`src/rtl/usb_hchan_pkg.sv`:
```
package usb_hchan_pkg;
   typedef enum logic [1:0] {
      EP_CTRL = 2'b00,
      EP_ISOC = 2'b01,
      EP_BULK = 2'b10,
      EP_INTR = 2'b11
   } ep_kind_e;

   localparam int unsigned B_EN      = 31;
   localparam int unsigned B_DIS     = 30;
   localparam int unsigned B_ODD     = 29;
   localparam int unsigned B_ADDR_LO = 22;
   localparam int unsigned B_CNT_LO  = 20;
   localparam int unsigned B_EP_LO   = 18;
   localparam int unsigned B_LS      = 17;

   function automatic logic ep_periodic(input ep_kind_e k);
      return (k == EP_ISOC) || (k == EP_INTR);
   endfunction

   // count field value with 00 promoted to one
   function automatic logic [1:0] cnt_floor1(input logic [1:0] v);
      return (v == 2'b00) ? 2'd1 : v;
   endfunction
endpackage

```
`src/rtl/usb_hchan_regs.sv`:
```
module usb_hchan_regs
   import usb_hchan_pkg::*;
#(
   parameter int unsigned REG_W  = 32,
   parameter int unsigned ADDR_W = 7
) (
   input  logic              clk,
   input  logic              rst_n,
   input  logic              wr,
   input  logic [REG_W-1:0]  wdata,
   input  logic              hw_clr,
   output logic              en,
   output logic              dis,
   output logic              odd,
   output logic [1:0]        cnt,
   output ep_kind_e          ep,
   output logic              start,
   output logic [REG_W-1:0]  rdata
);
   localparam int unsigned ADDR_HI = B_ADDR_LO + ADDR_W - 1;

   generate
      if (REG_W != 32) begin : g_bad_regw
         $error("usb_hchan_regs: REG_W must be 32");
      end
      if (ADDR_HI != B_ODD - 1) begin : g_bad_addrw
         $error("usb_hchan_regs: address field must end below the odd bit");
      end
   endgenerate

   logic [ADDR_W-1:0] addr;
   logic              ls;
   logic              unused_low;

   assign unused_low = ^wdata[B_LS-1:0];
   assign start      = wr && wdata[B_EN] && !en && !hw_clr;

   always_ff @(posedge clk) begin
      if (!rst_n) begin
         en   <= 1'b0;
         dis  <= 1'b0;
         odd  <= 1'b0;
         addr <= '0;
         cnt  <= 2'b00;
         ep   <= EP_CTRL;
         ls   <= 1'b0;
      end else begin
         if (wr) begin
            odd  <= wdata[B_ODD];
            addr <= wdata[ADDR_HI:B_ADDR_LO];
            cnt  <= wdata[B_CNT_LO +: 2];
            ep   <= ep_kind_e'(wdata[B_EP_LO +: 2]);
            ls   <= wdata[B_LS];
         end
         if (hw_clr) begin
            en  <= 1'b0;
            dis <= 1'b0;
         end else begin
            if (wr && wdata[B_EN])
               en <= 1'b1;
            if (wr && wdata[B_DIS] && (en || wdata[B_EN]))
               dis <= 1'b1;
         end
      end
   end

   always_comb begin
      rdata                       = '0;
      rdata[B_EN]                 = en;
      rdata[B_DIS]                = dis;
      rdata[B_ODD]                = odd;
      rdata[ADDR_HI:B_ADDR_LO]    = addr;
      rdata[B_CNT_LO +: 2]        = cnt;
      rdata[B_EP_LO +: 2]         = ep;
      rdata[B_LS]                 = ls;
   end
endmodule

```
`src/rtl/usb_hchan_sched.sv`:
```
module usb_hchan_sched
   import usb_hchan_pkg::*;
#(
   parameter int unsigned FRAME_W = 14
) (
   input  logic               clk,
   input  logic               rst_n,
   input  logic               uf_start,
   input  logic [FRAME_W-1:0] uf_num,
   input  logic               start,
   input  logic               odd,
   input  logic               periodic,
   input  logic               split,
   input  logic [1:0]         cnt,
   input  logic               accept,
   input  logic               retry_pend,
   output logic               issue_ok
);
   generate
      if (FRAME_W < 1) begin : g_bad_fw
         $error("usb_hchan_sched: FRAME_W must be at least 1");
      end
      if (FRAME_W > 1) begin : g_wide
         logic unused_hi;
         assign unused_hi = ^uf_num[FRAME_W-1:1];
      end
   endgenerate

   logic       cur_odd;
   logic [1:0] uf_tally;
   logic [1:0] limit;

   assign limit    = split ? 2'd1 : cnt_floor1(cnt);
   assign issue_ok = !periodic ||
                     ((cur_odd == odd) && ((uf_tally < limit) || retry_pend));

   always_ff @(posedge clk) begin
      if (!rst_n) begin
         cur_odd  <= 1'b0;
         uf_tally <= 2'd0;
      end else begin
         if (uf_start)
            cur_odd <= uf_num[0];
         if (uf_start || start)
            uf_tally <= 2'd0;
         else if (accept && !retry_pend && (uf_tally != 2'd3))
            uf_tally <= uf_tally + 2'd1;
      end
   end
endmodule

```
`src/rtl/usb_hchan_halt.sv`:
```
module usb_hchan_halt
   import usb_hchan_pkg::*;
(
   input  logic       clk,
   input  logic       rst_n,
   input  logic       en,
   input  logic       dis,
   input  logic       periodic,
   input  logic       split,
   input  logic [1:0] cnt,
   input  logic       start,
   input  logic       accept,
   input  logic       done,
   input  logic       last,
   input  logic       err,
   input  logic       sts_clr,
   output logic       inflight,
   output logic       retry_pend,
   output logic       hw_clr,
   output logic       irq
);
   logic [1:0] err_used;
   logic       split_err;
   logic       spent;
   logic       done_halt;

   assign split_err = done && err && split && periodic;
   assign spent     = err_used >= cnt_floor1(cnt);
   assign done_halt = done && ((err && split && periodic) ? spent : last);
   assign hw_clr    = en && (done_halt || (dis && !inflight));

   always_ff @(posedge clk) begin
      if (!rst_n) begin
         inflight   <= 1'b0;
         retry_pend <= 1'b0;
         err_used   <= 2'd0;
         irq        <= 1'b0;
      end else begin
         if (hw_clr || start)
            inflight <= 1'b0;
         else if (accept)
            inflight <= 1'b1;
         else if (done)
            inflight <= 1'b0;

         if (start)
            retry_pend <= 1'b0;
         else if (split_err && !spent)
            retry_pend <= 1'b1;
         else if (accept)
            retry_pend <= 1'b0;

         if (start || (done && !err))
            err_used <= 2'd0;
         else if (split_err && !spent)
            err_used <= err_used + 2'd1;

         if (hw_clr)
            irq <= 1'b1;
         else if (sts_clr)
            irq <= 1'b0;
      end
   end
endmodule

```
`src/rtl/usb_hchan_ctrl.sv`:
```
module usb_hchan_ctrl
   import usb_hchan_pkg::*;
#(
   parameter int unsigned REG_W   = 32,
   parameter int unsigned ADDR_W  = 7,
   parameter int unsigned FRAME_W = 14
) (
   input  logic               clk,
   input  logic               rst_n,
   input  logic               reg_wr,
   input  logic [REG_W-1:0]   reg_wdata,
   output logic [REG_W-1:0]   reg_rdata,
   input  logic               sts_clr,
   input  logic               split_en,
   input  logic               uf_start,
   input  logic [FRAME_W-1:0] uf_num,
   output logic               txn_req,
   input  logic               txn_ack,
   input  logic               txn_done,
   input  logic               txn_last,
   input  logic               txn_err,
   output logic               irq_halted
);
   logic       en, dis, odd, start, hw_clr;
   logic [1:0] cnt;
   ep_kind_e   ep;
   logic       periodic, accept, issue_ok, inflight, retry_pend;

   assign periodic = ep_periodic(ep);
   assign txn_req  = en && !dis && !inflight && issue_ok;
   assign accept   = txn_req && txn_ack;

   usb_hchan_regs #(.REG_W(REG_W), .ADDR_W(ADDR_W)) u_regs (
      .clk(clk), .rst_n(rst_n), .wr(reg_wr), .wdata(reg_wdata),
      .hw_clr(hw_clr), .en(en), .dis(dis), .odd(odd), .cnt(cnt),
      .ep(ep), .start(start), .rdata(reg_rdata)
   );

   usb_hchan_sched #(.FRAME_W(FRAME_W)) u_sched (
      .clk(clk), .rst_n(rst_n), .uf_start(uf_start), .uf_num(uf_num),
      .start(start), .odd(odd), .periodic(periodic), .split(split_en),
      .cnt(cnt), .accept(accept), .retry_pend(retry_pend),
      .issue_ok(issue_ok)
   );

   usb_hchan_halt u_halt (
      .clk(clk), .rst_n(rst_n), .en(en), .dis(dis), .periodic(periodic),
      .split(split_en), .cnt(cnt), .start(start), .accept(accept),
      .done(txn_done), .last(txn_last), .err(txn_err), .sts_clr(sts_clr),
      .inflight(inflight), .retry_pend(retry_pend), .hw_clr(hw_clr),
      .irq(irq_halted)
   );
endmodule

```
`config.mk`:
```
export PLATFORM = sky130hd
export DESIGN_NAME = usb_hchan_ctrl
export DESIGN_NICKNAME = d
export VERILOG_FILES = /design/src/rtl/usb_hchan_pkg.sv /design/src/rtl/usb_hchan_regs.sv /design/src/rtl/usb_hchan_sched.sv /design/src/rtl/usb_hchan_halt.sv /design/src/rtl/usb_hchan_ctrl.sv
export SDC_FILE = /design/constraint.sdc
export NUM_CORES = 1
export LEC_CHECK = 0
export ABC_AREA = 0
export BUFFER_PORTS_ARGS = -buffer_cell sky130_fd_sc_hd__buf_2
export CORE_MARGIN = 5
export CORE_UTILIZATION = 40
export CTS_CLUSTER_SIZE = 14
export DETAILED_ROUTE_END_ITERATION = 16
export PLACE_DENSITY = 0.79
export SKIP_CTS_REPAIR_TIMING = 1
export SYNTH_ARGS = -nofsm -noshare
export SYNTH_HDL_FRONTEND = slang
export SYNTH_SLANG_ARGS = --single-unit
```
`constraint.sdc`:
```
create_clock -name clk -period 2 [get_ports clk]
set_input_delay 0.2 -clock clk [delete_from_list [all_inputs] [get_ports clk]]
set_output_delay 0.2 -clock clk [all_outputs]
set_load 0.05 [all_outputs]
```
==> impl_metrics.tcl <==
set metrics [dict create \
    status "complete, no violations" \
    synth-seq-cells 23 \
    num_rows 20 \
    cp-start-kind "flop" \
    p_total_uw 1010 \
    powerDensity_nw_per_um2 666 \
    cp_max_fo 3 \
    multiInputGateArea_um2 694 \
    utilization_pct 49.5 \
    cts.sinks 23 \
    hold_start "reg_wdata[26]" \
    ys_seq_area_share_pct 36.4 \
    nets 239 \
    nFillCells 318 \
    crit-reg2reg-launch "u_regs.cnt[1]$_SDFFE_PN0P_" \
    io_buffers 42 \
    cts_buffers 3 \
    grt_max_degree 17 \
    peakVddDrop_mv 0.336 \
    netlist.area_leader.share_pct 36.4 \
    tritoncts "yes" \
    holdCritPathClass "input pin to flop" \
    die-area_um2 4390 \
    cts_max_level 1 \
    rrSetupSlack_ps 250 \
    end_kind "output pin" \
    synth_top_cell_by_area "dfxtp_1" \
    hold_end "u_regs.addr[4]$_SDFFE_PN0P_" \
    synthDistinctLibCells 40 \
    dr.pass1.iters 4 \
    required_ps 1800 \
    fin_crit_ps 1910 \
    synthArstFlopShare_pct 0 \
    grt_first_pass_wirelength_mm 4.28 \
    hold_path_depth 3 \
    synth_area_um2 1270 \
    io_pins 90 \
    first_iter_violations 26 \
    die_h_um 66.3 \
    cts.reportedPaths.clkPinSlew_ps 130 \
    wl_mm 2.60 \
    vias 1016 \
    postRouteAntennaNets 0 \
    synth_area_leaders "dfxtp_1, buf_4, mux2i_1" \
    place.gp.congestion 0.748 \
    cap_violations 0 \
    antenna_found_initial 0 \
    start_util_pct 41.5 \
    setup_violations 0 \
    dp_hpwl_mm 2.06 \
    avgRoutedWirePerCell_um 11.7 \
    final-max-slew-violation-count 0 \
    core_um2 3050 \
    post-synth-top-count-cell "dfxtp_1" \
    drc 0 \
    grt.total_usage_pct 12.3 \
    synth_edf_count 0 \
    leakage_uw 0.000764 \
    overflow 0 \
    layout-drive-gt1-share_pct 33.1 \
    cts_max_path_buffers 2 \
    ys.warnings.count 0 \
    die_width_um 66.3 \
    cts_root_buffer "clkbuf_4" \
    postSynthCellCount 136 \
    fmax_mhz 523 \
    period_share_pct 95.6 \
    reg2reg_depth 7 \
    grt_pass1_vias 1048 \
    routed_via_density 4.58 \
    ys.flop_type "dfxtp_1" \
    cp.arrival_ps 1710 \
    final_hold_viol_count 0 \
    seq_area_um2 464 \
    insertedDiodeCount 0 \
    avgSynthCellArea_um2 9.31 \
    skew_ps 8.01 \
    critPathKind "flop to output pin" \
    netlist_top_cells_count "dfxtp_1, buf_4, nor2_1" \
    clock_latency_ps 310 \
    area_delta_synth_final_pct 19.3 \
    r2r-end "u_halt.err_used[0]$_SDFFE_PP0P_" \
]
## stage by stage
stage | instances | hold slack, ps | area [µm²] | setup slack, ps | TNS (ps)
2_1_floorplan | 152 | 318 | 1330 | 77.1 | 0
3_3_place_gp | 216 | 431 | 1440 | 151 | 0
3_5_place_dp | 216 | 444 | 1440 | 131 | 0
4_1_cts | 220 | 107 | 1460 | -208 | -208
5_1_grt | 222 | 104 | 1510 | -16.4 | -16.4
6_report | 222 | 110 | 1510 | 87.9 | 0
## routing by layer
layer | vias up | global-route usage (%) | part of all wire, %
met5 | - | 0 | 0
met4 | 0 | 3.05 | 0.15
met3 | 2 | 4.93 | 11
met2 | 37 | 22.1 | 46
met1 | 462 | 13.3 | 43
li1 | 515 | - | -
## flip-flops by register name, summed over array words and instances (netlist names)
register / count
u_regs.addr: 7
u_halt.err_used: 2
u_regs.cnt: 2
u_regs.ep: 2
u_sched.uf_tally: 2
u_halt.inflight: 1
u_halt.irq: 1
u_halt.retry_pend: 1
u_regs.dis: 1
u_regs.en: 1
u_regs.ls: 1
u_regs.odd: 1
u_sched.cur_odd: 1
## cell families after synthesis
family / synth area share [%]
AND/OR/NAND/NOR: 16.0
buffers and inverters: 15.3
AO/OA/AOI/OAI: 14.9
flip-flops: 36.4
multiplexers: 11.1
adder cells (fa/ha/maj): 3.95
XOR/XNOR: 2.08
other: 0.296
## critical path, stage by stage (launching register included)
cell      delay [ps]
dfxtp_4          370
nand2b_1          50
ha_1             300
nor4bb_4         250
o21ai_4           90
o21a_1           190
buf_6            150
## layout make-up
type / instances / area share [%]
Clock buffer: 3 / 1.49
Sequential cell: 23 / 30.7
Clock inverter: 1 / 0.331
Timing Repair Buffer: 46 / 16.3
Tap cell: 44 / 3.65
Multi-Input combinational cell: 99 / 46.0
Inverter: 6 / 1.49
## cells in the final DEF (no fill, tap or decap), types with 3 or more instances in the layout
cell type,Yosys,routed
a21o_1,3,3
buf_2,2,41
buf_4,21,4
clkbuf_4,0,3
conb_1,1,17
dfxtp_1,23,22
ha_1,4,4
inv_1,6,6
mux2i_1,14,14
nand2b_1,6,6
nor2_1,16,16
o21a_1,3,3
## worst max path at each step
stage,startpoint,endpoint,slack [ps],cells after the start
2_1_floorplan,u_regs.cnt[1]$_SDFFE_PN0P_,txn_req,80,5
3_3_place_gp,split_en,txn_req,150,7
3_5_place_dp,split_en,txn_req,130,7
4_1_cts,u_regs.cnt[1]$_SDFFE_PN0P_,txn_req,-210,6
5_1_grt,u_regs.cnt[1]$_SDFFE_PN0P_,txn_req,-20,6
6_report,u_regs.cnt[1]$_SDFFE_PN0P_,txn_req,90,6
## where the power goes
part | total [µW] | switching [µW] | internal (µW)
Sequential | 495 | 15.4 | 479
Clock | 221 | 146 | 74.8
Combinational | 290 | 211 | 79.4
Total | 1010 | 372 | 633
Power figures use the tool's default switching activity.
